===== src/rtl/cfg_gate_port.sv =====
module cfg_gate_port #(
  parameter logic [7:0]  UNLOCK_CODE = 8'h87,
  parameter logic [7:0]  LOCK_CODE   = 8'hAA,
  parameter logic [15:0] CHIP_ID     = 16'h7A31,
  parameter int          IRQ_W       = 4,
  parameter int          DRQ_W       = 3
) (
  input  logic             clk,
  input  logic             rst_n,
  input  logic             bus_addr,
  input  logic             bus_wr,
  input  logic [7:0]       bus_wdata,
  output logic [7:0]       bus_rdata,
  output logic             port_open,
  output logic [7:0]       func_sel,
  output logic             func_en,
  output logic [15:0]      io_base,
  output logic [IRQ_W-1:0] irq_num,
  output logic [DRQ_W-1:0] drq_num,
  output logic [7:0]       pin_cfg,
  output logic [7:0]       pwr_cfg,
  output logic             func_reset
);

  localparam logic [7:0] IX_FSEL = 8'h30;
  localparam logic [7:0] IX_EN   = 8'h31;
  localparam logic [7:0] IX_BHI  = 8'h32;
  localparam logic [7:0] IX_BLO  = 8'h33;
  localparam logic [7:0] IX_IRQ  = 8'h34;
  localparam logic [7:0] IX_DRQ  = 8'h35;
  localparam logic [7:0] IX_PIN  = 8'h36;
  localparam logic [7:0] IX_PWR  = 8'h37;
  localparam logic [7:0] IX_SRST = 8'h38;
  localparam logic [7:0] IX_IDH  = 8'h3E;
  localparam logic [7:0] IX_IDL  = 8'h3F;

  logic       half_key;
  logic [7:0] sel_idx;
  logic [7:0] base_hi;
  logic [4:0] base_lo;
  logic [7:0] data_val;

  wire idx_wr = bus_wr && !bus_addr;
  wire dat_wr = bus_wr &&  bus_addr && port_open;

  always_ff @(posedge clk or negedge rst_n) begin
    if (!rst_n) begin
      port_open <= 1'b0;
      half_key  <= 1'b0;
      sel_idx   <= 8'h00;
    end else if (idx_wr) begin
      if (!port_open) begin
        half_key <= (bus_wdata == UNLOCK_CODE) && !half_key;
        if (bus_wdata == UNLOCK_CODE && half_key) port_open <= 1'b1;
      end else if (bus_wdata == LOCK_CODE) begin
        port_open <= 1'b0;
        half_key  <= 1'b0;
      end else begin
        sel_idx <= bus_wdata;
      end
    end
  end

  always_ff @(posedge clk or negedge rst_n) begin
    if (!rst_n) begin
      func_sel   <= '0;
      func_en    <= 1'b0;
      base_hi    <= '0;
      base_lo    <= '0;
      irq_num    <= '0;
      drq_num    <= '0;
      pin_cfg    <= '0;
      pwr_cfg    <= '0;
      func_reset <= 1'b0;
    end else if (dat_wr) begin
      case (sel_idx)
        IX_FSEL: func_sel   <= bus_wdata;
        IX_EN:   func_en    <= bus_wdata[0];
        IX_BHI:  base_hi    <= bus_wdata;
        IX_BLO:  base_lo    <= bus_wdata[7:3];
        IX_IRQ:  irq_num    <= bus_wdata[IRQ_W-1:0];
        IX_DRQ:  drq_num    <= bus_wdata[DRQ_W-1:0];
        IX_PIN:  pin_cfg    <= bus_wdata;
        IX_PWR:  pwr_cfg    <= bus_wdata;
        IX_SRST: func_reset <= bus_wdata[0];
        default: ;
      endcase
    end
  end

  assign io_base = {base_hi, base_lo, 3'b000};

  always_comb begin
    case (sel_idx)
      IX_FSEL: data_val = func_sel;
      IX_EN:   data_val = {7'd0, func_en};
      IX_BHI:  data_val = base_hi;
      IX_BLO:  data_val = {base_lo, 3'b000};
      IX_IRQ:  data_val = 8'(irq_num);
      IX_DRQ:  data_val = 8'(drq_num);
      IX_PIN:  data_val = pin_cfg;
      IX_PWR:  data_val = pwr_cfg;
      IX_SRST: data_val = {7'd0, func_reset};
      IX_IDH:  data_val = CHIP_ID[15:8];
      IX_IDL:  data_val = CHIP_ID[7:0];
      default: data_val = 8'h00;
    endcase
  end

  assign bus_rdata = !port_open ? 8'hFF : (bus_addr ? data_val : sel_idx);

  assert_open_after_key_R2: assert property (@(posedge clk) disable iff (!rst_n)
    $rose(port_open) |-> $past(idx_wr && bus_wdata == UNLOCK_CODE));

  assert_lock_closes_R4: assert property (@(posedge clk) disable iff (!rst_n)
    port_open && idx_wr && bus_wdata == LOCK_CODE |=> !port_open);

  assert_closed_reads_ff_R5: assert property (@(posedge clk) disable iff (!rst_n)
    !port_open |-> bus_rdata == 8'hFF);

  assert_closed_write_ignored_R5: assert property (@(posedge clk) disable iff (!rst_n)
    !port_open && bus_wr && bus_addr |=>
      $stable(func_sel) && $stable(io_base) && $stable(pin_cfg) && $stable(pwr_cfg) && $stable(func_reset));

  assert_base_aligned_R8: assert property (@(posedge clk) disable iff (!rst_n)
    io_base[2:0] == 3'b000);

  assert_broken_key_R3: assert property (@(posedge clk) disable iff (!rst_n)
    !port_open && idx_wr && bus_wdata != UNLOCK_CODE |=> !port_open);

endmodule


===== config.mk =====
export PLATFORM = sky130hd
export DESIGN_NAME = cfg_gate_port
export DESIGN_NICKNAME = d
export VERILOG_FILES = /design/src/rtl/cfg_gate_port.sv
export SDC_FILE = /design/constraint.sdc
export NUM_CORES = 1
export LEC_CHECK = 0
export ABC_AREA = 1
export CAP_MARGIN = 5
export CELL_PAD_IN_SITES_DETAIL_PLACEMENT = 0
export CELL_PAD_IN_SITES_GLOBAL_PLACEMENT = 1
export CORE_MARGIN = 5
export CORE_UTILIZATION = 35
export CTS_BUF_LIST = sky130_fd_sc_hd__clkbuf_4 sky130_fd_sc_hd__clkbuf_8 sky130_fd_sc_hd__clkbuf_16
export CTS_CLUSTER_SIZE = 10
export DETAILED_ROUTE_END_ITERATION = 10
export PLACE_DENSITY = 0.91
export SLEW_MARGIN = 20
export SYNTH_ARGS = -nofsm -noshare
export SYNTH_HDL_FRONTEND = slang
export SYNTH_SLANG_ARGS = --single-unit

===== constraint.sdc =====
create_clock -name clk -period 2.46 [get_ports clk]
set_clock_uncertainty 0.2 [all_clocks]
set_input_delay 0.492 -clock clk [delete_from_list [all_inputs] [get_ports clk]]
set_output_delay 0.492 -clock clk [all_outputs]
set_load 0.02 [all_outputs]

==> results by group <==
Critical path
  – CP max FO: 7
  – Data required time of the worst path: 1.77 ns
  – Worst path slowest cell: dfrtp_1
  – Crit. path cell count: 13
  – Worst R2R End: pwr_cfg[1]$_DFFE_PN0P_
  – Critical path arrival: 1.83 ns
  – Crit path kind: reg2out
  – Crit path to: bus_rdata[0]
  – R2R depth: 11
  – Crit start category: flop
  – R2R Path Start: sel_idx[6]$_DFFE_PN0P_
  – Worst Path Buf+Inv: 5
  – Cells along the critical path: inv_1 > nand2_2 > nor2_4 > buf_6 > buf_6 > buf_4 > nand3_1 > nand2_1 > nor2_1 > nand2_1 > nand2_1 > nand2_1 > buf_6
  – Crit. End Element: output port
  – Delay-heaviest family, CP: buffers and inverters
  – CP max stage delay: 0.38 ns
  – Setup crit start: sel_idx[6]$_DFFE_PN0P_
  – Most Frequent Cell on Critical Path: nand2_1
  – R2R setup slack: 0.68 ns

Timing
  – Crit path time final: 2.52 ns
  – Max-slew violations: 0
  – Final Setup Violations: 4
  – Worst-Margin Slew: 0.584 ns
  – Tightest hold margin: 0.328 ns
  – Final worst-path cycle share: 103%
  – Max Freq: 396 MHz
  – Final WS setup: -0.0629 ns
  – Final setup TNS: -0.138 ns
  – Final hold vios: 0
  – Max-slew headroom: 61.1%
  – RSZ-0062 raised after global routing: true

Floorplan
  – Row count: 32
  – IO Pins: 70
  – Core footprint: 0.00777 mm²
  – Die area: 0.00987 mm²
  – Initial Util: 36.0%
  – Die Span Y: 99.3 µm
  – Die Width: 99.3 µm

Finish
  – N_diodes: 0
  – Share of cells above drive strength 1: 23.1%
  – Commonest non-fill, non-tap cell in the layout: nand2_1
  – Area Growth Syn to Fin: 50.4%
  – Most frequent cells in the layout: nand2_1 (120), clkdlybuf4s50_1 (57), dfrtp_1 (55), o21ai_0 (53), buf_4 (37)
  – Multi-input gate area: 0.00134 mm²
  – Filler Cell Count: 723
  – Nets: 497
  – Register area: 0.00140 mm²
  – Core Util, Final: 54.1%

Global route
  – GR Overflow Total: 0
  – Initial antenna violation count: 0
  – Largest net degree at the start of global routing: 34
  – Met3 usage: 3.37%
  – Met1 GRT Util: 22.7%
  – GR Util met2: 30.8%
  – Global routing's busiest layer: met2
  – First-pass GRT wire length: 14100 µm
  – GRT Util Overall: 17.8%
  – Vias in the first global route: 2917

Route
  – Drt wl/cell: 14.8 µm
  – Vias/cell: 4.90
  – Final ANT Viol Nets: 0
  – Initial DRC Count: 124
  – DRC: 0
  – Via count: 2875
  – WL final: 8700 µm
  – Drt first pass iters: 4

Clock tree
  – Worst-path clk slew: 0.10 ns
  – CTS root buffer: clkbuf_8
  – Max clock buf depth: 2
  – CTS tree: yes
  – Sink Count: 56
  – TritonCTS buffer count: 5
  – H-tree levels: 2
  – Clock latency on the worst-skew pair: 0.31 ns

Worst hold path
  – Worst min path class: reg2reg
  – Hold path depth: 2

Pwr
  – Total power draw: 1.70 mW
  – LEAKAGE: 1.97 nW
  – Pwr/cell area: 405 mW/mm²
  – Max rail drop VDD: 339 µV

Synth
  – Register bit total from synthesis: 56
  – Seq/Total Area, Yosys: 50.2%
  – Avg Cell Area, Syn: 7.41 µm²
  – Post-synth top area cell: dfrtp_1
  – Ys Warns: 0
  – Count of cell types in the netlist: 20
  – Post-synth top area share: 50.2%
  – Synthesized area: 0.00279 mm²
  – Synth Instances: 377
  – Ranking of synthesized cells by area: dfrtp_1 (50%), nand2_1 (19%), o21ai_0 (10%)

Outcome
  – Status: finished with violations
  – Failing checks: negative setup slack

Placement
  – Final estimated routing congestion in global placement: 0.865
  – # port buffers: 66
  – DP Wirelength: 6510 µm
  – Pre-CTS setup slack: -0.315 ns

Job
  – Max Cap Viol: 0
==> report_power, final <==
group	internal (mW)	switching (mW)	leakage [nW]	total [mW]
combinational	0.0291	0.0570	1.12	0.0860
clock	0.401	0.295	0.0642	0.696
sequential	0.920	0.000325	0.781	0.920
total	1.35	0.352	1.97	1.70
==> worst reg2reg max path, cell delays in order, from the launching register on <==
cell and delay [ns]:
dfrtp_1 0.41, inv_1 0.07, nand2_2 0.07, nor2_4 0.10, buf_6 0.15, nand2_4 0.06
inv_4 0.08, buf_6 0.10, buf_4 0.09, nand2_2 0.15, nand2_1 0.10, o21ai_0 0.08
==> cells by family (layout without fill, tap and decap cells) <==
| logic type | after synthesis | count (layout) | synth area share (%) |
|---|---|---|---|
| buffers and inverters | 47 | 153 | 7.17 |
| AO/OA/AOI/OAI | 70 | 70 | 12.6 |
| other | 1 | 3 | 0.134 |
| AND/OR/NAND/NOR | 203 | 203 | 29.9 |
| flip-flops | 56 | 56 | 50.2 |
==> flip-flops by register name (all words and copies together), names as in the netlist <==
name and count:
base_hi 8, base_lo 5, drq_num 3, func_en 1
func_reset 1, func_sel 8, half_key 1, irq_num 4
pin_cfg 8, port_open 1, pwr_cfg 8, sel_idx 8
==> Yosys cell counts (all sizes together) <==
cell	count
nand2	142
a21oi	10
nand3	27
o21a	1
buf	8
nor4	1
conb	1
clkbuf	5
inv	34
nor2	25
dfrtp	56
nand4	4
nor3	4
o21ai	59
==> worst min-delay path by stage <==
stage / startpoint / to / slack [ns]
after floorplan: rst_n / base_hi[0]$_DFFE_PN0P_ / -0.004
after global placement: half_key$_DFFE_PN0P_ / half_key$_DFFE_PN0P_ / 0.29
after detailed placement: drq_num[1]$_DFFE_PN0P_ / drq_num[1]$_DFFE_PN0P_ / 0.30
after CTS: drq_num[1]$_DFFE_PN0P_ / drq_num[1]$_DFFE_PN0P_ / 0.33
after global routing: pwr_cfg[7]$_DFFE_PN0P_ / pwr_cfg[7]$_DFFE_PN0P_ / 0.35
final: drq_num[0]$_DFFE_PN0P_ / drq_num[0]$_DFFE_PN0P_ / 0.33
==> cell type report <==
class	instances	share of cell area [%]
Sequential cell	56	33.4
Clock inverter	2	1.43
Tap cell	102	3.04
Inverter	34	3.22
Clock buffer	5	1.64
Multi-Input combinational cell	276	31.9
Timing Repair Buffer	112	25.3
==> per-layer routing <==
| layer | vias up | share of wire (%) |
|---|---|---|
| li1 | 1418 | - |
| met1 | 1357 | 43 |
| met2 | 81 | 50 |
| met3 | 19 | 4.6 |
| met4 | 0 | 2.3 |
| met5 | - | 0 |
==> through the flow <==
stage	instance area, µm²	std cells
floorplan	2800	379
global placement	3780	567
detailed placement	3780	567
CTS	4050	581
global route	4200	587
finish	4200	587
==> repair_timing <==
action | in CTS | in global routing
gates cloned | 1 | 0
endpoints found under the setup margin | 8 | 8
hold endpoints to repair | 23 | 0
setup buffers | 5 | 6
hold buffers | 1 | 0
resized for setup | 77 | 39
pin swaps | 11 | 9
Power figures use the tool's default switching activity.
